**src/rtl/opseq_pkg.sv**
```systemverilog
package opseq_pkg;

    localparam int SLOT_AW = 4;
    localparam int OPSEL_W = 4;

    typedef enum logic [1:0] {
        OPK_ACT  = 2'b00,
        OPK_TEST = 2'b01,
        OPK_STOP = 2'b10,
        OPK_RSV  = 2'b11
    } op_kind_e;

    typedef struct packed {
        op_kind_e             kind;
        logic [OPSEL_W-1:0]   sel;
        logic [SLOT_AW-1:0]   tgt;
    } op_entry_t;

    localparam int ENTRY_W = $bits(op_entry_t);

    typedef enum logic [2:0] {
        ST_IDLE = 3'd0,
        ST_EXEC = 3'd1,
        ST_WAIT = 3'd2,
        ST_DONE = 3'd3,
        ST_ERR  = 3'd4
    } seq_state_e;

    typedef struct packed {
        seq_state_e           st;
        logic [SLOT_AW-1:0]   pc;
        logic [OPSEL_W-1:0]   idx;
    } seq_ctx_t;

    function automatic logic slot_ok(input logic [SLOT_AW:0] a, input int depth);
        return int'(a) < depth;
    endfunction

endpackage

```
**src/rtl/opseq_store.sv**
```systemverilog
module opseq_store
    import opseq_pkg::*;
#(
    parameter int DEPTH = 12
) (
    input  logic                 clk,
    input  logic                 wr_en,
    input  logic [SLOT_AW-1:0]   wr_addr,
    input  op_entry_t            wr_entry,
    input  logic [SLOT_AW-1:0]   rd_addr,
    output op_entry_t            rd_entry
);
    op_entry_t slots [DEPTH];

    always_ff @(posedge clk) begin
        if (wr_en && (int'(wr_addr) < DEPTH)) begin
            slots[wr_addr] <= wr_entry;
        end
    end

    always_comb begin
        if (int'(rd_addr) < DEPTH) begin
            rd_entry = slots[rd_addr];
        end else begin
            rd_entry = '{kind: OPK_RSV, sel: '0, tgt: '0};
        end
    end
endmodule

```
**src/rtl/opseq_pick.sv**
```systemverilog
module opseq_pick
    import opseq_pkg::*;
#(
    parameter int COND_W = 4
) (
    input  logic [COND_W-1:0]  cond,
    input  logic [OPSEL_W-1:0] sel,
    output logic               bit_o
);
    generate
        if (COND_W == 1) begin : g_single
            assign bit_o = cond[0];
        end else begin : g_mux
            localparam int CSW = $clog2(COND_W);
            assign bit_o = cond[sel[CSW-1:0]];
        end
    endgenerate
endmodule

```
**src/rtl/opseq_step.sv**
```systemverilog
module opseq_step
    import opseq_pkg::*;
#(
    parameter int DEPTH = 12
) (
    input  seq_ctx_t   cur,
    input  op_entry_t  entry,
    input  logic       cond_bit,
    input  logic       start,
    input  logic       ack,
    output seq_ctx_t   nxt
);
    logic [SLOT_AW:0] pc_inc;
    logic [SLOT_AW:0] dest;

    assign pc_inc = {1'b0, cur.pc} + 1'b1;
    assign dest   = cond_bit ? pc_inc : {1'b0, entry.tgt};

    always_comb begin
        nxt = cur;
        unique case (cur.st)
            ST_IDLE, ST_DONE, ST_ERR: begin
                if (start) begin
                    nxt.st = ST_EXEC;
                    nxt.pc = '0;
                end
            end
            ST_EXEC: begin
                unique case (entry.kind)
                    OPK_ACT: begin
                        nxt.st  = ST_WAIT;
                        nxt.idx = entry.sel;
                    end
                    OPK_TEST: begin
                        if (slot_ok(dest, DEPTH)) begin
                            nxt.pc = dest[SLOT_AW-1:0];
                        end else begin
                            nxt.st = ST_ERR;
                        end
                    end
                    OPK_STOP: nxt.st = ST_DONE;
                    default:  nxt.st = ST_ERR;
                endcase
            end
            ST_WAIT: begin
                if (ack) begin
                    if (slot_ok(pc_inc, DEPTH)) begin
                        nxt.st = ST_EXEC;
                        nxt.pc = pc_inc[SLOT_AW-1:0];
                    end else begin
                        nxt.st = ST_ERR;
                    end
                end
            end
            default: nxt.st = ST_ERR;
        endcase
    end
endmodule

```
**src/rtl/opseq_top.sv**
```systemverilog
module opseq_top
    import opseq_pkg::*;
#(
    parameter int DEPTH  = 12,
    parameter int COND_W = 4
) (
    input  logic                 clk,
    input  logic                 rst,
    input  logic                 prog_we,
    input  logic [SLOT_AW-1:0]   prog_addr,
    input  logic [ENTRY_W-1:0]   prog_data,
    input  logic                 start,
    input  logic [COND_W-1:0]    cond,
    input  logic                 act_ack,
    output logic                 act_req,
    output logic [OPSEL_W-1:0]   act_index,
    output logic                 busy,
    output logic                 done,
    output logic                 error
);
    seq_ctx_t  ctx_q;
    seq_ctx_t  ctx_d;
    op_entry_t cur_entry;
    logic      cond_bit;

    opseq_store #(.DEPTH(DEPTH)) store_i (
        .clk      (clk),
        .wr_en    (prog_we),
        .wr_addr  (prog_addr),
        .wr_entry (op_entry_t'(prog_data)),
        .rd_addr  (ctx_q.pc),
        .rd_entry (cur_entry)
    );

    opseq_pick #(.COND_W(COND_W)) pick_i (
        .cond  (cond),
        .sel   (cur_entry.sel),
        .bit_o (cond_bit)
    );

    opseq_step #(.DEPTH(DEPTH)) step_i (
        .cur      (ctx_q),
        .entry    (cur_entry),
        .cond_bit (cond_bit),
        .start    (start),
        .ack      (act_ack),
        .nxt      (ctx_d)
    );

    always_ff @(posedge clk) begin
        if (rst) begin
            ctx_q <= '{st: ST_IDLE, pc: '0, idx: '0};
        end else begin
            ctx_q <= ctx_d;
        end
    end

    assign act_req   = (ctx_q.st == ST_WAIT);
    assign act_index = ctx_q.idx;
    assign busy      = (ctx_q.st == ST_EXEC) || (ctx_q.st == ST_WAIT);
    assign done      = (ctx_q.st == ST_DONE);
    assign error     = (ctx_q.st == ST_ERR);
endmodule

```
**config.mk**
```make
export PLATFORM = sky130hd
export DESIGN_NAME = opseq_top
export DESIGN_NICKNAME = d
export VERILOG_FILES = /design/src/rtl/opseq_pkg.sv /design/src/rtl/opseq_store.sv /design/src/rtl/opseq_pick.sv /design/src/rtl/opseq_step.sv /design/src/rtl/opseq_top.sv
export SDC_FILE = /design/constraint.sdc
export NUM_CORES = 1
export LEC_CHECK = 0
export CAP_MARGIN = 20
export CORE_MARGIN = 4
export CORE_UTILIZATION = 60
export DETAILED_ROUTE_END_ITERATION = 10
export PLACE_DENSITY = 0.9
export SLEW_MARGIN = 20
export SYNTH_ARGS = -nofsm -noshare
export SYNTH_HDL_FRONTEND = slang
export SYNTH_SLANG_ARGS = --single-unit
```
**constraint.sdc**
```tcl
create_clock -name clk -period 8.1 [get_ports clk]
set_input_delay 0.81 -clock clk [delete_from_list [all_inputs] [get_ports clk]]
set_output_delay 0.81 -clock clk [all_outputs]
set_load 0.01 [all_outputs]
```
==> impl_metrics.csv <==
group,metric,value,unit
layout,antenna_cells,0,
global_routing,grt_overflow,0,
yosys,ys.flop_type,"edfxtp_1",
global_routing,first_global_vias,3256,
yosys,yosysTopAreaCellShare,63.6,%
yosys,syn_nets,353,
layout,drive_above_1_share,20.8,%
global_routing,antenna_found_initial,0,
timing,worst_pin_slew,1.08,ns
timing,period_share,42.0,%
cts,clock-sinks,135,
placement,portBuffers,30,
pwr,switchingPower,0.576,mW
pwr,cellLeakagePower,2.12,nW
worst_setup_path,worst-path-stages,8,
layout,final_nets,390,
yosys,syn_inst,329,
worst_setup_path,max_stage_delay,0.70,ns
yosys,yosysWarnings,0,
yosys,synth_largest_area_cell,"edfxtp_1",
timing,fin_hold_ws,0.478,ns
global_routing,grt_max_degree,35,
timing,skew,0.00893,ns
floorplan,dieArea,11100,um^2
cts,clkTransAtPathRegs,0.06,ns
timing,hold_viol_final,0,
pwr,power_switching_share,28.1,%
run_status,status,"complete, no violations",
worst_setup_path,cpLargestDelayFamily,"multiplexers",
yosys,synthArstFlopShare,0,%
worst_setup_path,rr_worst_depth,8,
yosys,syn_area_per_cell,17.2,um^2
pwr,pwr-share-comb,25.1,%
yosys,synthTopCellsByCount,"120 x edfxtp_1, 24 x mux4_2, 23 x nor2_1",
cts,cts_resized,0,
cts,ctsRootBufferMaster,"clkbuf_8",
hold_path,min_path_cells,2,
yosys,synthTopCellsByArea,"edfxtp_1 64%, mux4_2 9.5%, dfxtp_1 5.3%",
worst_setup_path,path_buf_inv,1,
global_routing,track_usage,23.2,%
floorplan,rows,35,
job,cap_violations,0,
timing,fmax,294,MHz
cts,cts_setup_buffers,0,
hold_path,worstHoldPathType,"reg -> reg",
floorplan,io_pins,31,
timing,slew-limit-headroom,27.7,%
timing,setup_ws,4.70,ns
worst_setup_path,worstSetupPathType,"reg -> reg",
timing,setup-violations-final,0,
floorplan,core,9200,um^2
routing,first_iter_violations,375,
pwr,pwr-share-seq,40.3,%
cts,cts_made_buffers,17,
yosys,synth_most_common_cell,"edfxtp_1",
timing,rsz0062_at_grt,"false",
yosys,yosysSeqAreaShare,68.9,%
cts,clkLatencyLatePin,0.51,ns
pwr,p_int,1.48,mW
layout,syn2layout_area_growth,16.6,%
routing,wl,12000,um
floorplan,die_w,105,um
worst_setup_path,r2r_slack,4.70,ns
worst_setup_path,cp_cell_sequence,"buf_4 -> mux4_1 -> mux4_2 -> mux2_4 -> o22a_4 -> a221oi_4 -> o31ai_1 -> a21oi_1",
pwr,vdd_ir_drop_max,193,uV
pwr,p_per_area,311,nW/um^2
routing,viasPerCell,6.55,
cts,tritoncts,"built",
worst_setup_path,crit_slowest_cell,"mux4_1",
pwr,clock_power_share,34.6,%
cts,cts_hold_buf,0,
placement,gp_congestion,0.868,
timing,tns,0,ns
worst_setup_path,cp_data_required_time,8.52,ns
placement,dp_slack,4.90,ns
worst_setup_path,worstPathArrival,3.82,ns
cts,clockBufferDepth,2,
worst_setup_path,cp_max_fo,34,
global_routing,grt_pass1_wl,18800,um
worst_setup_path,critPathLaunchType,"flip-flop",
yosys,synth_seq_cells,135,
floorplan,die_h,105,um
routing,drc_errors,0,
cts,htree_levels,4,
yosys,syn_area,5670,um^2
timing,drv_slew,0,
yosys,synth_edf_count,120,
layout,fillers,557,
timing,post-route-min-period,3.40,ns
yosys,ys_types,44,
floorplan,initial_utilization,61.6,%
worst_setup_path,end_kind,"flip-flop",
routing,routedWlPerCell,24.6,um
routing,ant_nets,0,
routing,first_pass_iters,5,
routing,vias,3210,
placement,dp_hpwl,6920,um
[metal layers]
layer  up-vias  part of all wire, %  GRT usage, %  wire (um)
li1       1389                    -             -          -
met1      1645                   39          29.9       4710
met2       142                   52          38.2       6210
met3        34                  6.0          5.68        717
met4         0                  3.3          8.81        399
met5         -                    0             0          0
[flip-flops by register name, summed over array words and instances (netlist names), named ones only]
name           count
ctx_q              7
store_i.slots    120
act_index          4
[worst reg2reg max path, stage by stage (launching register included)]
cell,delay [ns]
dfxtp_1,0.31
buf_4,0.44
mux4_1,0.71
mux4_2,0.54
mux2_4,0.28
o22a_4,0.23
a221oi_4,0.40
o31ai_1,0.18
a21oi_1,0.22
[cells in the final DEF (no fill, tap or decap), types with 6 or more instances in the layout]
| cell type | count |
|---|---|
| nand2_1 | 11 |
| nor2_1 | 17 |
| a21oi_1 | 18 |
| nand2b_1 | 9 |
| clkbuf_16 | 16 |
| mux4_1 | 6 |
| edfxtp_1 | 120 |
| mux2i_1 | 10 |
| buf_4 | 6 |
| mux2_2 | 8 |
| nor2_2 | 6 |
| dfxtp_1 | 15 |
| mux4_2 | 24 |
| o21ai_0 | 6 |
| clkdlybuf4s50_1 | 30 |
| inv_1 | 8 |
[per-stage QoR]
stage | std cells | power, mW | util (%) | area [um^2]
after floorplan | 329 | 1.23 | - | 5670
after global placement | 458 | 1.32 | 65.7 | 6040
after detailed placement | 458 | 1.34 | 65.7 | 6040
after CTS | 490 | 2.05 | 71.7 | 6600
after global routing | 490 | 2.14 | 71.9 | 6610
final | 490 | 2.05 | 71.9 | 6610
[cells by family (layout without fill, tap and decap cells)]
logic type,count (synthesis),in the layout,share of synthesized area [%]
buf+inv,26,76,2.52
fa+ha+maj,1,1,0.221
flops,135,135,68.9
mux,51,51,16.3
simple gates,65,65,5.61
compound gates,49,49,6.12
xor+xnor,2,2,0.309
[power groups by stage]
stage               combinational [mW]  clock, mW  sequential (mW)
detailed placement               0.497          0            0.839
floorplan                        0.410          0            0.821
CTS                              0.514      0.712            0.826
global placement                 0.481          0            0.836
global route                     0.555      0.751            0.830
finish                           0.516      0.710            0.827
[layout make-up]
| type | instances | area (um^2) | area share, % |
|---|---|---|---|
| sequential | 135 | 3900 | 59.1 |
| multi-input combinational | 168 | 1640 | 24.7 |
| clock buffer | 19 | 422 | 6.38 |
| timing repair buffer | 36 | 345 | 5.23 |
| tap | 111 | 139 | 2.10 |
| clock inverter | 13 | 133 | 2.01 |
| inverter | 8 | 30.0 | 0.454 |
[worst paths after layout]
check	start	endpoint
worst max-delay path	flip-flop	ctx_q[5]
worst min-delay path	act_index[2]	act_index[2]
worst max register to register	flip-flop	ctx_q[5]
worst min register to register	act_index[2]	act_index[2]
Power figures use the tool's default switching activity.
